`src/rtl/pm_wdt_pkg.sv`:
```
package pm_wdt_pkg;
  typedef struct packed {
    logic sleep;
    logic kick;
    logic clk_loss;
    logic freq_wr;
  } clr_src_t;

  localparam int unsigned CLR_SRC_N = $bits(clr_src_t);
endpackage

```
`src/rtl/pm_wdt_clr_merge.sv`:
```
module pm_wdt_clr_merge
  import pm_wdt_pkg::*;
(
  input  logic clk,
  input  logic rst_n,
  input  logic sleep_i,
  input  logic kick_i,
  input  logic clk_lost_i,
  input  logic fscm_en_i,
  input  logic freq_wr_i,
  input  logic int_osc_sel_i,
  output logic clr_o
);
  clr_src_t src;

  always_comb begin
    src.sleep    = sleep_i;
    src.kick     = kick_i;
    src.clk_loss = clk_lost_i & fscm_en_i;
    src.freq_wr  = freq_wr_i & int_osc_sel_i;
    clr_o        = |src;
  end

  // an unqualified event never produces a clear on its own
  a_r6_loss_needs_monitor: assert property (@(posedge clk) disable iff (!rst_n)
    (clk_lost_i && !fscm_en_i && !sleep_i && !kick_i && !(freq_wr_i && int_osc_sel_i)) |-> !clr_o);
  a_r7_freq_needs_intosc: assert property (@(posedge clk) disable iff (!rst_n)
    (freq_wr_i && !int_osc_sel_i && !sleep_i && !kick_i && !(clk_lost_i && fscm_en_i)) |-> !clr_o);
endmodule

```
`src/rtl/pm_wdt_base_ctr.sv`:
```
module pm_wdt_base_ctr #(
  parameter int unsigned BASE_W = 8
) (
  input  logic              clk,
  input  logic              rst_n,
  input  logic              clr_i,
  input  logic              tick_i,
  output logic [BASE_W-1:0] cnt_o,
  output logic              carry_o
);
  localparam logic [BASE_W-1:0] CNT_MAX = {BASE_W{1'b1}};

  logic [BASE_W-1:0] cnt_q;

  always_ff @(posedge clk or negedge rst_n) begin
    if (!rst_n)      cnt_q <= '0;
    else if (clr_i)  cnt_q <= '0;
    else if (tick_i) cnt_q <= cnt_q + 1'b1;
  end

  assign carry_o = tick_i & ~clr_i & (cnt_q == CNT_MAX);
  assign cnt_o   = cnt_q;

  // a clear always lands the stage on zero
  a_r8_base_clear: assert property (@(posedge clk) disable iff (!rst_n)
    clr_i |=> (cnt_o == '0));
endmodule

```
`src/rtl/pm_wdt_postscaler.sv`:
```
module pm_wdt_postscaler #(
  parameter int unsigned SEL_W = 4
) (
  input  logic                     clk,
  input  logic                     rst_n,
  input  logic                     clr_i,
  input  logic                     inc_i,
  input  logic [SEL_W-1:0]         sel_i,
  output logic [(1<<SEL_W)-2:0]    cnt_o,
  output logic                     term_o
);
  localparam int unsigned PS_W = (1 << SEL_W) - 1;

  logic [PS_W-1:0] cnt_q;
  logic [PS_W-1:0] mask;

  always_comb begin
    mask = (PS_W'(1) << sel_i) - PS_W'(1);
  end

  always_ff @(posedge clk or negedge rst_n) begin
    if (!rst_n)     cnt_q <= '0;
    else if (clr_i) cnt_q <= '0;
    else if (inc_i) cnt_q <= cnt_q + 1'b1;
  end

  assign term_o = (cnt_q == mask);
  assign cnt_o  = cnt_q;

  // a clear always lands the postscaler on zero
  a_r8_post_clear: assert property (@(posedge clk) disable iff (!rst_n)
    clr_i |=> (cnt_o == '0));
endmodule

```
`src/rtl/pm_watchdog.sv`:
```
module pm_watchdog #(
  parameter int unsigned BASE_W = 8,
  parameter int unsigned SEL_W  = 4
) (
  input  logic             clk,
  input  logic             rst_n,
  input  logic             tick_i,
  input  logic             wdt_en_i,
  input  logic             core_run_i,
  input  logic             kick_i,
  input  logic             sleep_i,
  input  logic             clk_lost_i,
  input  logic             fscm_en_i,
  input  logic             freq_wr_i,
  input  logic             int_osc_sel_i,
  input  logic [SEL_W-1:0] ps_sel_i,
  output logic             wdt_rst_o,
  output logic             wake_req_o,
  output logic             lfosc_en_o
);
  localparam int unsigned PS_W = (1 << SEL_W) - 1;

  logic              evt_clr;
  logic              stage_clr;
  logic              tick_ok;
  logic              carry;
  logic              term;
  logic              timeout;
  logic [BASE_W-1:0] base_cnt;
  logic [PS_W-1:0]   post_cnt;
  logic              rst_q;
  logic              wake_q;

  pm_wdt_clr_merge u_clr (
    .clk           (clk),
    .rst_n         (rst_n),
    .sleep_i       (sleep_i),
    .kick_i        (kick_i),
    .clk_lost_i    (clk_lost_i),
    .fscm_en_i     (fscm_en_i),
    .freq_wr_i     (freq_wr_i),
    .int_osc_sel_i (int_osc_sel_i),
    .clr_o         (evt_clr)
  );

  assign tick_ok   = tick_i & wdt_en_i;
  assign timeout   = carry & term & wdt_en_i;
  assign stage_clr = evt_clr | ~wdt_en_i | timeout;

  pm_wdt_base_ctr #(.BASE_W(BASE_W)) u_base (
    .clk     (clk),
    .rst_n   (rst_n),
    .clr_i   (evt_clr | ~wdt_en_i),
    .tick_i  (tick_ok),
    .cnt_o   (base_cnt),
    .carry_o (carry)
  );

  pm_wdt_postscaler #(.SEL_W(SEL_W)) u_post (
    .clk    (clk),
    .rst_n  (rst_n),
    .clr_i  (stage_clr),
    .inc_i  (carry),
    .sel_i  (ps_sel_i),
    .cnt_o  (post_cnt),
    .term_o (term)
  );

  always_ff @(posedge clk or negedge rst_n) begin
    if (!rst_n) begin
      rst_q  <= 1'b0;
      wake_q <= 1'b0;
    end else begin
      rst_q  <= timeout & core_run_i;
      wake_q <= timeout & ~core_run_i;
    end
  end

  assign wdt_rst_o  = rst_q;
  assign wake_req_o = wake_q;
  assign lfosc_en_o = wdt_en_i | fscm_en_i;

  // request kind follows the mode seen on the time-out edge
  a_r1_reset_when_running: assert property (@(posedge clk) disable iff (!rst_n)
    wdt_rst_o |-> $past(core_run_i));
  a_r2_wake_when_idle: assert property (@(posedge clk) disable iff (!rst_n)
    wake_req_o |-> !$past(core_run_i));
  a_r2_one_request_kind: assert property (@(posedge clk) disable iff (!rst_n)
    !(wdt_rst_o && wake_req_o));
  // single-cycle pulses, and counting restarts at zero
  a_r3_rst_pulse: assert property (@(posedge clk) disable iff (!rst_n)
    wdt_rst_o |=> !wdt_rst_o);
  a_r3_wake_pulse: assert property (@(posedge clk) disable iff (!rst_n)
    wake_req_o |=> !wake_req_o);
  a_r3_restart_zero: assert property (@(posedge clk) disable iff (!rst_n)
    (wdt_rst_o || wake_req_o) |-> (post_cnt == '0));
  // disabled watchdog is parked and silent
  a_r9_parked: assert property (@(posedge clk) disable iff (!rst_n)
    !wdt_en_i |=> (base_cnt == '0 && post_cnt == '0 && !wdt_rst_o && !wake_req_o));
endmodule

```
`config.mk`:
```
export PLATFORM = sky130hd
export DESIGN_NAME = pm_watchdog
export DESIGN_NICKNAME = d
export VERILOG_FILES = /design/src/rtl/pm_wdt_pkg.sv /design/src/rtl/pm_wdt_clr_merge.sv /design/src/rtl/pm_wdt_base_ctr.sv /design/src/rtl/pm_wdt_postscaler.sv /design/src/rtl/pm_watchdog.sv
export SDC_FILE = /design/constraint.sdc
export NUM_CORES = 1
export LEC_CHECK = 0
export BUFFER_PORTS_ARGS = -buffer_cell sky130_fd_sc_hd__clkbuf_2
export CORE_MARGIN = 8
export CORE_UTILIZATION = 59
export CTS_CLUSTER_SIZE = 16
export DETAILED_ROUTE_END_ITERATION = 10
export PLACE_DENSITY_LB_ADDON = 0.1
export SLEW_MARGIN = 10
export SYNTH_ARGS = -nofsm -noshare
export SYNTH_HDL_FRONTEND = slang
export SYNTH_HIERARCHICAL = 1
export SYNTH_SLANG_ARGS = --single-unit
```
`constraint.sdc`:
```
create_clock -name clk -period 3.6 [get_ports clk]
set_clock_uncertainty 0.15 [all_clocks]
set_input_delay 0.36 -clock clk [delete_from_list [all_inputs] [get_ports clk]]
set_output_delay 0.36 -clock clk [all_outputs]
set_load 0.02 [all_outputs]
```
==> After elaboration in Yosys (flattened, before gate mapping) <==
Index checks and enable logic that the tools add are counted.
{ "classes": {"add_sub_neg": 3, "n_eq_ne": 2, "shifts": 1, "n_mux": 4, "bitwise_logic": 15, "n_reduce_logical": 3} }
{ "op_table": {"columns": ["op", "n"], "rows": [
  ["$mux 15", 2],
  ["$mux 8", 2],
  ["$add 15x1->15 const B", 1],
  ["$eq 15x15->1", 1],
  ["$shl 1x4->15 const A", 1],
  ["$sub 15x2->15 const B", 1],
  ["$and 1x1->1", 9],
  ["$add 8x1->8 const B", 1],
  ["$eq 8x8->1 const B", 1],
  ["$reduce_bool 2->1", 2],
  ["$reduce_or 4->1", 1],
  ["$not 1->1", 3],
  ["$or 1x1->1", 3]
]} }
{ "word_totals": {"register_bits": 25, "inputBits": 15, "elab_cells": 32} }

==> Depth between registers and ports, before layout <==
{ "logic_depth": {"ltp_word": 10, "ltp_mapped": 17, "ltp_nobuf": 14} }

==> Cells and area by module <==
The synthesis kept the hierarchy.
{ "by_module_without_submodules": {"columns": ["mod", "n_inst", "cells_per_inst", "area_per_inst_um2", "seq_area_each_um2"], "rows": [
  ["pm_wdt_postscaler", 1, 154, 1292.5, 375.4],
  ["pm_wdt_base_ctr", 1, 39, 404.1, 200.2],
  ["pm_watchdog", 1, 10, 92.6, 50.0],
  ["pm_wdt_clr_merge", 1, 3, 15.0, 0.0]
]} }

==> Least setup slack after synthesis <==
No wires, ideal clock.
{ "synth_path": {"path_type": "input to register", "startpoint": "input port ps_sel_i[1]", "endpoint": "register u_post.cnt_q[13] (netlist: u_post/cnt_o[13])", "arrival_ns": 2.915, "slack_ns": 0.414, "stages": 17, "path_cell_list": "buf_6 -> nor2_1 -> nand2_1 -> ha_1 -> buf_4 -> nor2b_1 -> and4_1 -> nor4_2 -> nand4_1 -> nor4_2 -> a21o_1 -> buf_2 -> o2111ai_2 -> nor3_2 -> nand3_1 -> xor2_1 -> nor2_1"} }
{ "synth_between": {"elab_chain_cells": 7, "elab_cells_between_ends": 8} }
{ "synth_lines": {"columns": ["element", "line", "rtl"], "rows": [
  ["start, declared", "pm_watchdog.sv:16", "input logic [SEL_W-1:0] ps_sel_i,"],
  ["$shl 1x4->15 *", "pm_wdt_postscaler.sv:18", "mask = (PS_W'(1) << sel_i) - PS_W'(1);"],
  ["$sub 15x2->15 *", "pm_wdt_postscaler.sv:18", null],
  ["$eq 15x15->1 *", "pm_wdt_postscaler.sv:27", "assign term_o = (cnt_q == mask);"],
  ["named net term", "pm_watchdog.sv:27", "logic term;"],
  ["$and 1x1->1 * (2 in series)", "pm_watchdog.sv:47", "assign timeout = carry & term & wdt_en_i;"],
  ["$or 1x1->1 *", "pm_watchdog.sv:48", "assign stage_clr = evt_clr | ~wdt_en_i | timeout;"],
  ["named net stage_clr", "pm_watchdog.sv:24", "logic stage_clr;"],
  ["$mux 15 / $reduce_bool 2->1 (equally long branches)", null, null],
  ["end signal, assigned", "pm_wdt_postscaler.sv:24", "else if (inc_i) cnt_q <= cnt_q + 1'b1;"],
  ["end, declared", "pm_wdt_postscaler.sv:14", "logic [PS_W-1:0] cnt_q;"]
]} }
The timed path passes the listed nets; every way through them passes the cells marked *.
A chain may end at the register's enable or synchronous reset.

==> Worst setup path in the final report <==
Same ends and word-level chain as after synthesis.

==> impl_metrics.yaml <==
cts:
  clock_sinks: 25
  ctsResizeCount: 0
  insertion_delay_ns: 0.33
  cts_hold_buf: 1
  cts.clk_slew.worst_paths_ns: 0.15
  htreeDepth: 1
  cts_setup_buffers: 0
  cts_buffers: 3
  cts_tree: "yes"
  cts_buffer_depth: 2
  root_buffer: "clkbuf_4"
cells_and_area:
  num_antenna_cells: 0
  num-fill-cells: 269
  nets: 242
  drive_gt1_share_pct: 17.49
  syn2layout_area_growth_pct: 6.727
  post-route-util_pct: 64.66
  final_cells: 256
placement:
  dp_hpwl_mm: 2.866
  dp.cells: 251
  place.port_buffers: 17
  globalplace.congestion: 0.8628
setup_path:
  path_buf_inv: 1
  cpMaxStageDelayCell: "nor4_2"
  cp.required_ns: 3.72
  startpoint: "ps_sel_i[1]"
  worst-setup-path-type: "primary input to flip-flop"
  crit_path_cell_trace: "clkbuf_2 > nor3_1 > nand2_1 > ha_1 > nor2b_1 > and4_1 > nor4_2 > nand4_1 > nor4_2 > a21o_1 > o2111ai_2 > nor3_2 > nand3_1 > xor2_1 > nor2_1"
  critical_path.max_fanout: 11
  max_stage_delay_ns: 0.37
  arrival_ns: 3.34
  path_delay_family: "simple AND/OR/NAND/NOR gates"
  r2r-start: "u_post/cnt_o[2]$_DFFE_PN0P_"
  cp-start-kind: "primary input"
  worst_setup_path_end_kind: "flip-flop"
  cp_common_cell: "nor4_2"
power:
  p_clk_share_pct: 27.1
  p_per_area_nw_per_um2: 247.0
  p_seq_share_pct: 59.1
  ir_drop_uv: 212.9
  switchingPower_mw: 0.1261
  intPower_mw: 0.3495
  switching_share_pct: 26.51
  leakagePower_nw: 0.8018
  pwr-share-comb_pct: 13.8
worst_hold_path:
  hold_class: "primary input to flip-flop"
  worstHoldStart: "core_run_i"
die:
  coreArea_um2: 2978
  die_height_um: 71.30
  rows: 20
  die_w_um: 71.30
  start_util_pct: 60.59
  ios: 18
  die_area_um2: 5084
yosys:
  async_reset_ff_share_pct: 100.0
  synthDistinctLibCells: 53
  synth.top_cell.area_share_pct: 34.67
  synthSimpleGateAreaFrac_pct: 29.82
  synthCells: 206
  yosys_warnings: 6
  synth_largest_area_cell: "dfrtp_1"
  synthFlopType: "dfrtp_1"
  syn-mean-instance-area_um2: 8.758
  synth_top_family_by_area: "simple AND/OR/NAND/NOR gates"
  yosys.area_share.xor_xnor_pct: 8.738
  synth_area_leaders: "dfrtp_1 35%, nor2_1 5.8%, xor2_1 5.8%, nand2_1 3.3%, a21oi_1 3.1%"
  synth_edf_count: 0
  yosys.area_share.adder_pct: 2.080
  synth_nets: 224
  synth_most_common_cell: "nor2_1"
  synth.area.mux_share_pct: 1.110
  synth_compound_area_share_pct: 16.09
  yosysSeqAreaShare_pct: 34.67
  syn_area_um2: 1804
  synth_common_cells: "28 x nor2_1, 25 x dfrtp_1, 16 x nand2_1"
  ys_seq_elements: 25
detailed_routing:
  via_per_inst: 5.945
  drtIter0Drc: 175
  wl_met3_um: 205
  routed_wl_mm: 3.767
  first_pass_iters: 4
  route.met2.wl_mm: 1.845
  drc: 0
  wl_per_cell_um: 14.71
  wl_met1_mm: 1.709
  ant_nets: 0
  dr.max_layer_used: "met4"
  vias: 1522
timing:
  rsz0062_at_grt: "no"
  fin_tns_setup_ns: 0
  hold_viol_final: 0
  slew_headroom_pct: 60.03
  min_period_ns: 3.213
  setup_violations: 0
  fmax_ghz: 0.3113
  hold_ws_ns: 0.02904
  timing.final.max_slew_violations: 0
  worst_pin_slew_ns: 0.5995
  min_period_over_period_pct: 89.24
grt:
  grt_max_degree: 26
  grt.overflow.total: 0
  grt_pass1_vias: 1503
  grt_usage_pct: 15.43
  grt_pass1_wl_mm: 6.624
  antenna_found_initial: 0
status:
  status: "finished clean"
flow_run:
  cap_violations: 0
kinds of logic (layout without fill, tap and decap cells):
kind of cell	after synthesis	in the layout
AND/OR/NAND/NOR	94	94
AO/OA/AOI/OAI	44	44
flip-flops	25	25
buffers and inverters	20	37
XOR/XNOR	18	18
adder cells (fa/ha/maj)	3	3
multiplexers	2	2
worst reg2reg max path: stages (launching register included):
cell and delay, ns:
dfrtp_1 0.49, xor2_1 0.21, nor4b_1 0.30, a211o_1 0.13, o221ai_1 0.12, nor4_2 0.26, a21o_1 0.26, o2111ai_2 0.24
nor3_2 0.28, nand3_1 0.13, xor2_1 0.16, nor2_1 0.09
state kept, by name, summed over array words and instances (netlist names):
name and count:
u_post/cnt_o 15, wdt_rst_o 1, u_base/cnt_o 8, wake_req_o 1
area by class of cell:
class                   instances  area [µm²]  share of cell area [%]
clock buffers                   3       22.52                   1.170
clock inverters                 1       7.507                  0.3899
inverters                       6       22.52                   1.170
multi-input cells             161        1044                   54.19
flip-flops and latches         25       625.6                   32.49
well taps                      33       41.29                   2.144
repair buffers                 27       162.7                   8.447
routing by layer:
metal  track usage (%)  vias up
li1                  -      768
met2             26.73       44
met1             18.58      708
met4             4.388        0
met3             3.347        2
met5                 0        -
path summary, 6_finish.rpt:
kind                                                endpoint  slack [ns]  cells after the start
worst min-delay path                    wake_req_o$_DFF_PN0_        0.03                      2
worst max register to register  u_post/cnt_o[13]$_DFFE_PN0P_        0.73                     11
worst max-delay path            u_post/cnt_o[13]$_DFFE_PN0P_        0.39                     15
worst min register to register   u_base/cnt_o[7]$_DFFE_PN0P_        0.41                      2
max in group asynchronous        u_base/cnt_o[4]$_DFFE_PN0P_        2.50                      2
min in group asynchronous        u_base/cnt_o[6]$_DFFE_PN0P_        0.39                      2
layout by cell type, fill, tap and decap left out, drive strengths merged, types with 2 or more instances in the layout:
| master | netlist | routed |
|---|---|---|
| nor2b | 2 | 2 |
| nor4 | 4 | 4 |
| xor2 | 12 | 12 |
| xnor2 | 6 | 6 |
| o211ai | 4 | 4 |
| or3 | 5 | 5 |
| nand4 | 8 | 8 |
| nand3 | 6 | 6 |
| nor3b | 2 | 2 |
| mux2i | 2 | 2 |
| a211oi | 2 | 2 |
| nand2 | 16 | 16 |
| buf | 13 | 9 |
| a21oi | 12 | 12 |
| nand2b | 5 | 5 |
| clkbuf | 1 | 20 |
| nor2 | 28 | 28 |
| nor3 | 6 | 6 |
| ha | 3 | 3 |
| o211a | 2 | 2 |
| o21ai | 12 | 12 |
| and4 | 4 | 4 |
| dfrtp | 25 | 25 |
| inv | 6 | 6 |
| o221ai | 2 | 2 |
power groups by stage:
stage / Sequential, mW / Combinational [mW] / Clock, mW
2_1_floorplan: 0.287 / 0.0466 / 0
3_3_place_gp: 0.286 / 0.0631 / 0
3_5_place_dp: 0.286 / 0.0646 / 0
4_1_cts: 0.281 / 0.0656 / 0.132
5_1_grt: 0.281 / 0.0743 / 0.143
6_report: 0.281 / 0.0656 / 0.129
through the flow:
step                cell area (µm²)  power, mW  setup slack (ns)
floorplan                      1804     0.3331            0.4135
CTS                            1926     0.4794            0.4236
global route                   1926     0.4989            0.1020
global placement               1886     0.3496            0.2544
finish                         1926     0.4756            0.3872
detailed placement             1886     0.3511           0.07092
No activity file was read; power rests on OpenSTA's default activity.
